**src/rtl/dfe_pkg.sv**
```systemverilog
package dfe_pkg;

  // Strobes from control to datapath
  typedef struct packed {
    logic loadCand;  // capture candidate signs of the incoming sample
    logic commit;    // pick one candidate and shift it into history
  } dfe_strobe_t;

  // Accumulator width that holds y plus N weights with no overflow
  function automatic int accWidth(int sampleW, int tapW, int numTaps);
    int widest;
    widest = (sampleW > tapW) ? sampleW : tapW;
    return widest + $clog2(numTaps + 1) + 1;
  endfunction

endpackage

```
**src/rtl/dfe_cand_unit.sv**
```systemverilog
// One speculative slicer: assumes one fixed pattern of past decisions.
module dfe_cand_unit #(
  parameter int SAMPLE_W = 8,
  parameter int TAP_W    = 6,
  parameter int NUM_TAPS = 6,
  parameter int PATTERN  = 0
) (
  input  logic signed [SAMPLE_W-1:0]       sampleIn,
  input  logic        [NUM_TAPS*TAP_W-1:0] tapWeights,
  output logic                             signBit
);
  localparam int ACC_W = dfe_pkg::accWidth(SAMPLE_W, TAP_W, NUM_TAPS);

  logic signed [ACC_W-1:0] acc;
  logic signed [TAP_W-1:0] tapVal;

  always_comb begin
    acc    = ACC_W'(sampleIn);
    tapVal = '0;
    for (int k = 1; k <= NUM_TAPS; k++) begin
      tapVal = tapWeights[(k-1)*TAP_W +: TAP_W];
      // Pattern bit for a(n-k): a(n-1) is the most significant bit
      if (((PATTERN >> (NUM_TAPS - k)) & 1) != 0)
        acc = acc - ACC_W'(tapVal);  // assumed a = +1
      else
        acc = acc + ACC_W'(tapVal);  // assumed a = -1
    end
    signBit = ~acc[ACC_W-1];
  end
endmodule

```
**src/rtl/dfe_ctrl.sv**
```systemverilog
module dfe_ctrl (
  input  logic                clk,
  input  logic                rstN,
  input  logic                sampleValid,
  output dfe_pkg::dfe_strobe_t strobe,
  output logic                decisionValid
);
  logic candValid;

  always_ff @(posedge clk) begin
    if (!rstN) begin
      candValid     <= 1'b0;
      decisionValid <= 1'b0;
    end else begin
      candValid     <= sampleValid;
      decisionValid <= candValid;
    end
  end

  always_comb begin
    strobe.loadCand = sampleValid;
    strobe.commit   = candValid;
  end
endmodule

```
**src/rtl/dfe_datapath.sv**
```systemverilog
module dfe_datapath #(
  parameter int SAMPLE_W = 8,
  parameter int TAP_W    = 6,
  parameter int NUM_TAPS = 6
) (
  input  logic                             clk,
  input  logic                             rstN,
  input  dfe_pkg::dfe_strobe_t             strobe,
  input  logic signed [SAMPLE_W-1:0]       sampleIn,
  input  logic        [NUM_TAPS*TAP_W-1:0] tapWeights,
  output logic                             decisionBit,
  output logic        [NUM_TAPS-1:0]       histState
);
  localparam int NUM_CAND = 1 << NUM_TAPS;

  logic [NUM_CAND-1:0] candSign;
  logic [NUM_CAND-1:0] candReg;
  logic                pickBit;

  // All 2^N speculative slicers, outside the recursion
  for (genvar j = 0; j < NUM_CAND; j++) begin : gCand
    dfe_cand_unit #(
      .SAMPLE_W(SAMPLE_W),
      .TAP_W   (TAP_W),
      .NUM_TAPS(NUM_TAPS),
      .PATTERN (j)
    ) uCand (
      .sampleIn  (sampleIn),
      .tapWeights(tapWeights),
      .signBit   (candSign[j])
    );
  end

  always_ff @(posedge clk) begin
    if (!rstN)
      candReg <= '0;
    else if (strobe.loadCand)
      candReg <= candSign;
  end

  // Recursive path: history register -> multiplexer -> history register
  assign pickBit = candReg[histState];

  always_ff @(posedge clk) begin
    if (!rstN) begin
      histState   <= '0;
      decisionBit <= 1'b0;
    end else if (strobe.commit) begin
      histState   <= {pickBit, histState[NUM_TAPS-1:1]};
      decisionBit <= pickBit;
    end
  end
endmodule

```
**src/rtl/dfe_unrolled.sv**
```systemverilog
module dfe_unrolled #(
  parameter int SAMPLE_W = 8,
  parameter int TAP_W    = 6,
  parameter int NUM_TAPS = 6
) (
  input  logic                             clk,
  input  logic                             rstN,
  input  logic                             sampleValid,
  input  logic signed [SAMPLE_W-1:0]       sampleIn,
  input  logic        [NUM_TAPS*TAP_W-1:0] tapWeights,
  output logic                             decisionValid,
  output logic                             decisionBit
);
  dfe_pkg::dfe_strobe_t strobe;
  logic [NUM_TAPS-1:0]  histState;

  dfe_ctrl uCtrl (
    .clk          (clk),
    .rstN         (rstN),
    .sampleValid  (sampleValid),
    .strobe       (strobe),
    .decisionValid(decisionValid)
  );

  dfe_datapath #(
    .SAMPLE_W(SAMPLE_W),
    .TAP_W   (TAP_W),
    .NUM_TAPS(NUM_TAPS)
  ) uDp (
    .clk        (clk),
    .rstN       (rstN),
    .strobe     (strobe),
    .sampleIn   (sampleIn),
    .tapWeights (tapWeights),
    .decisionBit(decisionBit),
    .histState  (histState)
  );
endmodule

```
**config.mk**
```make
export PLATFORM = sky130hd
export DESIGN_NAME = dfe_unrolled
export DESIGN_NICKNAME = d
export VERILOG_FILES = /design/src/rtl/dfe_pkg.sv /design/src/rtl/dfe_cand_unit.sv /design/src/rtl/dfe_ctrl.sv /design/src/rtl/dfe_datapath.sv /design/src/rtl/dfe_unrolled.sv
export SDC_FILE = /design/constraint.sdc
export NUM_CORES = 1
export LEC_CHECK = 0
export BUFFER_PORTS_ARGS = -buffer_cell sky130_fd_sc_hd__buf_2
export CAP_MARGIN = 20
export CORE_MARGIN = 5
export CORE_UTILIZATION = 50
export DETAILED_ROUTE_END_ITERATION = 16
export GPL_ROUTABILITY_DRIVEN = 0
export HOLD_SLACK_MARGIN = 0.1
export PLACE_DENSITY = 0.65
export SLEW_MARGIN = 15
export SYNTH_ARGS = -nofsm -noshare
export SYNTH_HDL_FRONTEND = slang
export SYNTH_SLANG_ARGS = --single-unit
```
**constraint.sdc**
```tcl
create_clock -name clk -period 15.7 [get_ports clk]
set_input_delay 3.14 -clock clk [delete_from_list [all_inputs] [get_ports clk]]
set_output_delay 3.14 -clock clk [all_outputs]
set_load 0.005 [all_outputs]
```
# Word-level counts from Yosys, hierarchy flattened
# Index checks and enable logic that the tools add are counted.
[word_totals] reg_bits=73 inputBits=47 wordCells=198
[classes] magnitude_cmp=1 n_mux=2 bitwise=64 add_sub_neg=126
[op_table] op="$add A12 B6 Y12" count=55
[op_table] op="$sub A12 B6 Y12" count=55
[op_table] op="$not A1 Y1" count=64
[op_table] op="$add A10 B6 Y11" count=3
[op_table] op="$sub A10 B6 Y11" count=3
[op_table] op="$add A11 B6 Y12" count=2
[op_table] op="$sub A11 B6 Y12" count=2
[op_table] op="$add A9 B6 Y10" count=2
[op_table] op="$sub A9 B6 Y10" count=2
[op_table] op="$add A8 B6 Y9" count=1
[op_table] op="$sub A8 B6 Y9" count=1
[op_table] op="$lt A6 B7 Y1 const B" count=1
[op_table] op="$bmux W1 S6" count=1
[op_table] op="$mux W1" count=1

# Longest topological paths before layout
# Gate-level depths: netlist (run 1).
[logic_depth] word_depth=7 mapped_depth=38 mapped_depth_nobuf=37

# Cells and area by module
# A second synthesis (run 1) with hierarchy kept.
[unflattened] hier_cells=8178 area_unflattened_um2=82175.1
[by_module_without_submodules] module="dfe_cand_unit (uDp.gCand[10].uCand ...)" instances=9 area_per_inst_um2=1331.3 cells_per_inst=140 seq_area_each_um2=0.0
[by_module_without_submodules] module="dfe_cand_unit (uDp.gCand[11].uCand ...)" instances=10 area_per_inst_um2=1172.4 cells_per_inst=112 seq_area_each_um2=0.0
[by_module_without_submodules] module="dfe_cand_unit (uDp.gCand[37].uCand ...)" instances=10 area_per_inst_um2=1161.1 cells_per_inst=109 seq_area_each_um2=0.0
[by_module_without_submodules] module="dfe_cand_unit (uDp.gCand[39].uCand ...)" instances=9 area_per_inst_um2=1211.2 cells_per_inst=123 seq_area_each_um2=0.0
[by_module_without_submodules] module="dfe_cand_unit (uDp.gCand[15].uCand ...)" instances=5 area_per_inst_um2=1238.7 cells_per_inst=130 seq_area_each_um2=0.0
[by_module_without_submodules] module="dfe_cand_unit (uDp.gCand[16].uCand ...)" instances=4 area_per_inst_um2=1232.4 cells_per_inst=118 seq_area_each_um2=0.0
[by_module_without_submodules] module="dfe_cand_unit (uDp.gCand[5].uCand ...)" instances=3 area_per_inst_um2=1337.5 cells_per_inst=140 seq_area_each_um2=0.0
[by_module_without_submodules] module="dfe_cand_unit (uDp.gCand[3].uCand ...)" instances=3 area_per_inst_um2=1333.8 cells_per_inst=140 seq_area_each_um2=0.0
[by_module_without_submodules] module="dfe_cand_unit (uDp.gCand[47].uCand ...)" instances=3 area_per_inst_um2=1229.9 cells_per_inst=121 seq_area_each_um2=0.0
[by_module_without_submodules] module="dfe_datapath" instances=1 area_per_inst_um2=3234.4 cells_per_inst=279 seq_area_each_um2=1401.3
[by_module_without_submodules] module="dfe_cand_unit (uDp.gCand[61].uCand ...)" instances=2 area_per_inst_um2=1246.2 cells_per_inst=125 seq_area_each_um2=0.0
[by_module_without_submodules] module="dfe_cand_unit (uDp.gCand[0].uCand)" instances=1 area_per_inst_um2=1326.3 cells_per_inst=142 seq_area_each_um2=0.0
[by_module_without_submodules] module="dfe_cand_unit (uDp.gCand[31].uCand)" instances=1 area_per_inst_um2=1255.0 cells_per_inst=126 seq_area_each_um2=0.0
[by_module_without_submodules] module="dfe_cand_unit (uDp.gCand[4].uCand)" instances=1 area_per_inst_um2=1229.9 cells_per_inst=117 seq_area_each_um2=0.0
[by_module_without_submodules] module="+4 rows"

# Worst setup path before layout (run 1)
# Ideal clock, no wire load.
[synth_path] kind="input to register" startpoint="input sampleIn[0]" endpoint="register uDp.candReg[57]" arrival_time_ps=9592 slack_ps=5981 cell_stages=33 path_cell_list="inv_1 > ha_1 > fa_1 > inv_1 > ha_1 > nor2b_1 > o21ai_0 > a21oi_1 > o21ai_0 > a21oi_1 > o21a_1 > nor2_1 > xnor2_1 > ha_1 > clkbuf_1 > a21oi_1 > xnor2_1 > ha_1 > clkbuf_1 > inv_1 > xnor2_1 > ha_1 > clkbuf_1 > o41ai_1 > xnor2_1 > ha_1 > or4_1 > a221oi_1 > o21ai_0 > a31oi_1 > xnor3_1 > mux2i_1 > nor2_1"
[synth_between] elab_chain_len=7
[synth_lines] element="from (decl)" line="dfe_unrolled.sv:9" rtl="input logic signed [SAMPLE_W-1:0] sampleIn,"
[synth_lines] element="$sub A8 B6 Y9" line="dfe_cand_unit.sv:24" rtl="acc = acc - ACC_W'(tapVal);"
[synth_lines] element="$sub A9 B6 Y10" line="dfe_cand_unit.sv:24"
[synth_lines] element="$sub A10 B6 Y11" line="dfe_cand_unit.sv:24"
[synth_lines] element="$add A12 B6 Y12 (2 in series)" line="dfe_cand_unit.sv:26" rtl="acc = acc + ACC_W'(tapVal);"
[synth_lines] element="$sub A12 B6 Y12" line="dfe_cand_unit.sv:24"
[synth_lines] element="$not A1 Y1" line="dfe_cand_unit.sv:28" rtl="signBit = ~acc[ACC_W-1];"
[synth_lines] element="to (signal assigned)" line="dfe_datapath.sv:38" rtl="candReg <= candSign;"
[synth_lines] element="to (decl)" line="dfe_datapath.sv:17" rtl="logic [NUM_CAND-1:0] candReg;"
# No other way between the ends.
# A chain may end at the register's enable or synchronous reset.

# Worst setup path in the final report (run 1)
# Same ends and word-level chain as after synthesis.

==> PnR_summary.wiki, run 1 <==
{| class="wikitable"
! Metric !! Value
|-
| Dominant cell type by count on the critical path || sky130_fd_sc_hd__ha_1
|-
| Worst hold path type || reg -> reg
|-
| Final-report setup violation count || 0
|-
| Mapped Cells || 5,479
|-
| Die boundary height || 304 microns
|-
| Post-route antenna net violation count || 0
|-
| Global-route wire length before repair || 202,000 microns
|-
| Mean instance size in the synthesized netlist || 7.88 sq um
|-
| Clock root buffer || sky130_fd_sc_hd__clkbuf_16
|-
| Die footprint || 92,300 sq um
|-
| Worst slew pin tran || 1.12 ns
|-
| TritonCTS clock tree || yes
|-
| Reported max-cap violation count || 0
|-
| Critical path arrival || 10.18 ns
|-
| # Post-CTS Setup Buffers || 0
|-
| Slowest cell on the critical path || sky130_fd_sc_hd__fa_1
|-
| Tightest slew margin relative to the limit || 25.0%
|-
| Category of the worst setup path capture point || register
|-
| # IOs || 49
|-
| Setup crit start kind || input pin
|-
| DRC violations left || 0
|-
| Final HPWL from detailed placement || 101,000 microns
|-
| Most common cell after layout, fill and taps aside || sky130_fd_sc_hd__ha_1
|-
| Overall die width || 304 microns
|-
| # fillers || 8,381
|-
| Vias per cell || 5.78
|-
| Most used DFF post-synth || sky130_fd_sc_hd__dfxtp_1
|-
| Post-synth EDFFs || 0
|-
| Layout overhead on the synthesized area || 4.41%
|-
| Nets in the synthesized netlist || 6,902
|-
| Post-route clock period utilization || 63.1%
|-
| PostCTS Resize Cnt || 0
|-
| Type of the setup path with the least slack || in -> reg
|-
| CTS H-tree depth || 3
|-
| Worst-path clk slew || 0.08 ns
|-
| Placement row count || 107
|-
| Post-synth ARST share || 0%
|-
| Drt first-iter violations || 2,556
|-
| Crit-path leading delay family || adder cells
|-
| RSZ-0062 raised after global routing || false
|-
| Largest net degree at the start of global routing || 115
|-
| Number of buffers on the longest clock path || 2
|-
| Clock latency on the worst-skew pair || 0.40 ns
|-
| Setup TNS || 0 ns
|-
| Seq cells post-synth || 72
|-
| Syn Std Cell Area || 43,200 sq um
|-
| Number of port buffers || 48
|-
| Routed via count || 38,300
|-
| Crit path time final || 9.90 ns
|-
| Final WL || 130,000 microns
|-
| Final layout net count || 6,887
|-
| Cts bufs inserted || 9
|-
| Most area-consuming cells after synthesis || sky130_fd_sc_hd__ha_1 38%, sky130_fd_sc_hd__xnor2_1 8.5%, sky130_fd_sc_hd__a21oi_1 7.6%
|-
| Library cell occupying the most area in the post-synthesis netlist || sky130_fd_sc_hd__ha_1
|-
| Area share of the leading cell type in the synthesized netlist || 38.1%
|-
| Distinct cell type count after synthesis || 80
|-
| Top achievable clock speed || 0.101 GHz
|-
| Count of clock tree sinks || 72
|-
| Grt total ovfl || 0
|-
| Layout cells sized above 1 || 2.94%
|-
| Skew final || 0.0177 ns
|-
| WP buf/inv || 4
|-
| Run status || finished clean
|-
| Final count of hold timing violations || 0
|-
| CP required || 15.97 ns
|-
| Count of TritonRoute iterations in the first routing pass || 6
|-
| Antenna violations before repair || 16
|-
| Final count of pins violating max slew || 0
|-
| All-Layer GR Usage || 27.0%
|-
| Number of buffers inserted by hold repair at cts || 0
|-
| Stage delay of the slowest cell on the critical path || 0.61 ns
|-
| Wire per inst || 19.6 microns
|-
| Worst-path maximum fanout || 8
|-
| Initial core utilization || 50.5%
|-
| Number of global-route vias before repair || 37,000
|-
| CORE AREA || 85,400 sq um
|-
| Yosys warns || 0
|-
| Sequential cell area fraction in the yosys report || 3.34%
|-
| Most used cells in the layout excluding fill and tap cells || 1,314 x sky130_fd_sc_hd__ha_1, 658 x sky130_fd_sc_hd__a21oi_1, 522 x sky130_fd_sc_hd__inv_1, 434 x sky130_fd_sc_hd__nor2_1, 418 x sky130_fd_sc_hd__xnor2_1
|}
## worst min-delay path, stage by stage (launching register included)
cell and delay, ns:
sky130_fd_sc_hd__dfxtp_1 0.31, sky130_fd_sc_hd__nand3_1 0.07, sky130_fd_sc_hd__nand2_1 0.05
## metal layers
metal / wire, microns / global-route usage, %
met1: 59700 / 36.3
met5: 34 / 0
met2: 58000 / 45.5
met3: 8090 / 3.16
met4: 4210 / 7.84
## sequential cells by signal, summed over array words and instances (netlist names)
| signal | flops |
|---|---|
| uCtrl.candValid | 1 |
| uCtrl.decisionValid | 1 |
| uDp.candReg | 64 |
| uDp.histState | 6 |
## final timing paths
path	slack (ns)	end	from	cells after the start
worst min register to register	0.48	uDp.candReg[32]	uDp.candReg[32]	2
worst max-delay path	5.80	uDp.candReg[57]	sampleIn[0]	31
worst max register to register	12.28	uDp.histState[5]	uDp.histState[0]	6
worst min-delay path	0.48	uDp.candReg[32]	uDp.candReg[32]	2
## cells in the mapped netlist, types with 6 or more instances
master / instances
sky130_fd_sc_hd__ha_1: 1314
sky130_fd_sc_hd__a21oi_1: 658
sky130_fd_sc_hd__inv_1: 532
sky130_fd_sc_hd__nor2_1: 434
sky130_fd_sc_hd__xnor2_1: 418
sky130_fd_sc_hd__o21bai_1: 274
sky130_fd_sc_hd__o21ai_0: 268
sky130_fd_sc_hd__xor2_1: 167
sky130_fd_sc_hd__nand2_1: 148
sky130_fd_sc_hd__nand2b_1: 107
sky130_fd_sc_hd__clkbuf_1: 99
sky130_fd_sc_hd__a21o_1: 97
sky130_fd_sc_hd__nor3_1: 86
sky130_fd_sc_hd__dfxtp_1: 72
sky130_fd_sc_hd__nor2b_1: 69
sky130_fd_sc_hd__fa_1: 62
sky130_fd_sc_hd__o21a_1: 60
sky130_fd_sc_hd__a31oi_1: 55
sky130_fd_sc_hd__nand3_1: 50
sky130_fd_sc_hd__o211ai_1: 41
sky130_fd_sc_hd__a211oi_1: 40
sky130_fd_sc_hd__o31ai_1: 35
sky130_fd_sc_hd__a2111oi_0: 31
sky130_fd_sc_hd__or3_1: 28
sky130_fd_sc_hd__mux2i_1: 22
sky130_fd_sc_hd__nor3b_1: 22
sky130_fd_sc_hd__o31a_1: 22
sky130_fd_sc_hd__a221oi_1: 20
sky130_fd_sc_hd__mux4_2: 19
sky130_fd_sc_hd__nor4_1: 19
sky130_fd_sc_hd__and3_1: 17
sky130_fd_sc_hd__nand4_1: 14
sky130_fd_sc_hd__a21boi_0: 12
sky130_fd_sc_hd__o2111ai_1: 11
sky130_fd_sc_hd__o311ai_0: 9
sky130_fd_sc_hd__buf_2: 8
sky130_fd_sc_hd__nand3b_1: 8
sky130_fd_sc_hd__o41ai_1: 8
sky130_fd_sc_hd__or4_1: 8
sky130_fd_sc_hd__and3b_1: 7
sky130_fd_sc_hd__or2_2: 7
sky130_fd_sc_hd__a311oi_1: 6
sky130_fd_sc_hd__buf_1: 6
sky130_fd_sc_hd__nor4b_1: 6
## cells by family (layout without fill, tap and decap cells)
kind of cell,after synthesis,count (layout),synth area share [%]
buf+inv,647,637,5.65
fa+ha+maj,1376,1376,41.0
flops,72,72,3.34
mux,44,44,1.58
compound gates,1708,1708,24.7
other cells,0,12,0
xor+xnor,591,591,12.1
simple gates,1041,1041,11.6
## final cells by class
| class | instances | area, sq um | share of cell area (%) |
|---|---|---|---|
| Inverter | 534 | 2010 | 4.47 |
| Tap cell | 1144 | 1430 | 3.18 |
| Sequential cell | 72 | 1440 | 3.20 |
| Multi-Input combinational cell | 4760 | 39300 | 87.2 |
| Clock buffer | 11 | 253 | 0.561 |
| Clock inverter | 5 | 38.8 | 0.0861 |
| Timing Repair Buffer | 87 | 559 | 1.24 |
| Antenna cell | 12 | 30.0 | 0.0666 |
## stage by stage
step / instance area [sq um] / instances / setup WS (ns) / hold slack [ns] / utilization (%)
3_3_place_gp: 44800 / 6597 / 5.60 / 0.461 / 52.4
4_1_cts: 45000 / 6613 / 5.88 / 0.476 / 52.7
3_5_place_dp: 44800 / 6597 / 5.48 / 0.462 / 52.4
6_report: 45100 / 6625 / 5.80 / 0.480 / 52.8
2_1_floorplan: 43200 / 5479 / 5.98 / 0.447 / -
5_1_grt: 45000 / 6614 / 5.15 / 0.502 / 52.7
Power of run 1 is left out: the tool's default activity adds up to more than one toggle a clock period on the data nets, which glitch-free logic cannot reach.
==> run 2: changes to the inputs <==
ABC_AREA = 1   (was default)
clock period = 9.2 ns   (was 15.7 ns; I/O delays follow)
==> run 2 against run 1 <==
  * Critical path depth grew 11
  * Worst hold slack gained 0.029 ns
  * First-iteration DRC count grew 30%
  * Clock skew shrank 0.0072 ns
  * Cell area grew 9.3%
  * Non-clock buffer count grew 68
  * Clock-buffer cell count shrank 1
==> PnR_summary.wiki, run 2 <==
{| class="wikitable"
! Metric !! Value
|-
| Global-route wire length before repair || 231,000 microns (+14%)
|-
| Synth top cells by count || 1,314 x sky130_fd_sc_hd__ha_1, 1,195 x sky130_fd_sc_hd__inv_1, 973 x sky130_fd_sc_hd__nand2_1, 735 x sky130_fd_sc_hd__a21oi_1, 477 x sky130_fd_sc_hd__xor2_1
|-
| Mapped Cells || 6,823 (+25%)
|-
| Top achievable clock speed || 0.114 GHz
|-
| Vias per cell || 5.62 (-2.8%)
|-
| Worst-path maximum fanout || 7 (-1)
|-
| Most numerous cell in the Yosys netlist || sky130_fd_sc_hd__ha_1
|-
| Arithmetic-cell share of the synthesized area counting full adders, half adders and majority gates || 38.0% (-2.9 points)
|-
| Routed via count || 45,700 (+19%)
|-
| RSZ-0062 raised after global routing || true
|-
| Drt first-iter violations || 3,327 (+30%)
|-
| Layout overhead on the synthesized area || 5.92%
|-
| Slowest cell on the critical path || sky130_fd_sc_hd__o311ai_0
|-
| Util after Layout || 53.6% (+0.79 points)
|-
| Type of the setup path with the least slack || in -> reg
|-
| Area share of the leading cell type in the synthesized netlist || 35.4% (-2.7 points)
|-
| Clock root buffer || sky130_fd_sc_hd__clkbuf_16
|-
| Final-report setup violation count || 0 (unchanged)
|-
| Stage delay of the slowest cell on the critical path || 0.48 ns (-0.13 ns)
|-
| Most used routing layer in global routing || met2
|-
| CP required || 9.51 ns (-6.46 ns)
|-
| Largest register FFs || 64 (unchanged)
|-
| Post-Synth Simple-Gate Area || 18.5% (+6.9 points)
|-
| Worst-path clk slew || 0.07 ns (about the same)
|-
| Distinct cell type count after synthesis || 62 (-23%)
|-
| Category of the worst setup path capture point || register
|-
| Largest net degree at the start of global routing || 142 (+23%)
|-
| Antenna violations before repair || 6 (-10)
|-
| Final layout net count || 8,305 (+21%)
|-
| Run status || finished clean
|-
| # IOs || 49 (unchanged)
|-
| # fillers || 9,217 (+10%)
|-
| All-Layer GR Usage || 28.9% (+2.0 points)
|-
| Cts bufs inserted || 9 (unchanged)
|-
| Most used cells in the layout excluding fill and tap cells || 1,298 x sky130_fd_sc_hd__ha_1, 1,184 x sky130_fd_sc_hd__inv_1, 972 x sky130_fd_sc_hd__nand2_1, 734 x sky130_fd_sc_hd__a21oi_1, 471 x sky130_fd_sc_hd__xor2_1
|-
| Syn Std Cell Area || 46,500 sq um (+7.7%)
|-
| Post-synthesis compound-gate area fraction || 19.7% (-5.0 points)
|-
| CORE AREA || 91,900 sq um (+7.6%)
|-
| Top register by number of flip-flops || uDp.candReg
|-
| Final count of pins violating max slew || 0 (unchanged)
|-
| Most used DFF post-synth || sky130_fd_sc_hd__dfxtp_1
|-
| Setup crit start kind || input pin
|-
| CTS H-tree depth || 3 (unchanged)
|-
| Xor-xnor portion of the synthesized cell area || 9.77% (-2.4 points)
|-
| Skew final || 0.0105 ns (-0.00725 ns)
|-
| Final count of hold timing violations || 0 (unchanged)
|-
| Combined flip-flop and latch cell area || 1440 sq um (about the same)
|-
| Setup TNS || 0 ns (unchanged)
|-
| TritonCTS clock tree || yes
|-
| Count of clock tree sinks || 72 (unchanged)
|-
| Mean instance size in the synthesized netlist || 6.81 sq um (-14%)
|-
| Registers with the most flip-flops || uDp.candReg: 64 flops, uDp.histState: 6 flops
|-
| Number of buffers on the longest clock path || 2 (unchanged)
|-
| Mux cell area share after synthesis || 0% (-1.6 points)
|-
| Post-synth EDFFs || 0 (unchanged)
|-
| Yosys warns || 0 (unchanged)
|-
| Post-synth ARST share || 0% (unchanged)
|-
| Worst slew pin tran || 1.13 ns (+0.0101 ns)
|-
| Most area-consuming cells after synthesis || sky130_fd_sc_hd__ha_1 35%, sky130_fd_sc_hd__inv_1 9.6%, sky130_fd_sc_hd__xor2_1 9.0%
|-
| Sequential cell area fraction in the yosys report || 3.10% (-0.24 points)
|-
| Die boundary height || 315 microns (+3.7%)
|-
| GR met1 Demand/Resource || 39.3% (+3.0 points)
|-
| Reported max-cap violation count || 0 (unchanged)
|-
| Number of global-route vias before repair || 42,700 (+15%)
|-
| Wire per inst || 18.5 microns (-6.0%)
|-
| Layout cells sized above 1 || 4.46% (+1.5 points)
|-
| Crit path time final || 8.78 ns
|-
| Placement row count || 111 (+3.7%)
|-
| Main combinational cell family by area after synthesis || adder cells
|-
| Die footprint || 99,200 sq um (+7.4%)
|-
| Worst hold path type || reg -> reg
|-
| Most common cell after layout, fill and taps aside || sky130_fd_sc_hd__ha_1
|-
| Post-route antenna net violation count || 0 (unchanged)
|-
| Tightest slew margin relative to the limit || 24.4% (-0.68 points)
|-
| Grt total ovfl || 0 (unchanged)
|-
| Nets in the synthesized netlist || 8,246 (+19%)
|-
| Final HPWL from detailed placement || 116,000 microns (+16%)
|-
| Worst slack after detailed placement || -0.0224 ns (-5.50 ns)
|-
| GR met3 Demand/Resource || 2.98% (-0.18 points)
|-
| Final WL || 150,000 microns (+15%)
|-
| Number of port buffers || 48 (unchanged)
|-
| Worst hold slack across all endpoints || 0.508 ns (+0.0285 ns)
|-
| Seq cells post-synth || 72 (unchanged)
|-
| Post-layout worst setup margin || 0.419 ns (-5.38 ns)
|-
| DRC violations left || 0 (unchanged)
|-
| Count of TritonRoute iterations in the first routing pass || 8 (+2)
|-
| Global-route track usage on met2 || 48.4% (+2.9 points)
|-
| Initial core utilization || 50.6% (about the same)
|-
| Post-route clock period utilization || 95.4%
|-
| Area used by multi-input combinational logic || 40,300 sq um (+2.4%)
|-
| Dominant cell type by count on the critical path || sky130_fd_sc_hd__inv_1
|-
| Critical path arrival || 9.09 ns (-1.09 ns)
|-
| Overall die width || 315 microns (+3.7%)
|-
| Clock latency on the worst-skew pair || 0.40 ns (about the same)
|-
| Library cell occupying the most area in the post-synthesis netlist || sky130_fd_sc_hd__ha_1
|}
[run 2: cell types whose count changed in the layout (fill, tap and decap cells not counted), sizes merged, moves of 107 or more]
cell and change:
inv +677, nand2 +845, nand2b -107, nand3 +267, o21bai -157, xnor2 -385, xor2 +312
[run 2: kinds of logic after synthesis]
| family | count (synthesis) |
|---|---|
| and+or+nand+nor | 2000 |
| AOI/OAI and AO/OA | 1539 |
| adders and majority gates | 1376 |
| buffers and inverters | 1321 |
| xor gates and xnor gates | 515 |
| DFF | 72 |
[run 2: critical path: cells and delay by family]
kind,cells,cell delay (ns)
xor+xnor,5,0.97
buf+inv,13,1.33
compound gates,8,1.65
simple gates,10,1.21
fa+ha+maj,6,2.11
[run 2: path summary, 6_finish.rpt]
kind         slack [ns]  depth (start not counted)               end             start
max reg2reg        6.61                          9  uDp.histState[5]  uDp.histState[0]
min reg2reg        0.51                          2   uDp.candReg[61]   uDp.candReg[61]
max                0.42                         42   uDp.candReg[42]     tapWeights[2]
min                0.51                          2   uDp.candReg[61]   uDp.candReg[61]
[run 2: final cells by class]
type / instances / share of cell area (%)
multi-input cells: 5430 / 81.7
inverters: 1214 / 9.28
well taps: 1243 / 3.16
flip-flops and latches: 72 / 2.93
repair buffers: 155 / 2.21
clock buffers: 10 / 0.485
clock inverters: 6 / 0.185
diodes: 1 / 0.00508
[run 2: timing repair]
item | in CTS | in global routing
endpoints found under the setup margin | 0 | 45
gates resized for setup | 0 | 62
hold buffers | 0 | 0
buffers inserted | 0 | 1
[run 2: metrics by stage]
step,cell area [sq um],cells
2_1_floorplan,46500,6823
3_3_place_gp,48600,8112
3_5_place_dp,48700,8113
4_1_cts,49000,8129
5_1_grt,49200,8130
6_report,49200,8131
[run 2: per-layer routing]
layer	share of wire [%]	wire [microns]
met1	45	68200
met2	44	66400
met3	6.6	9930
met4	3.7	5580
met5	0.032	48
Power of run 2 is left out for the same reason.
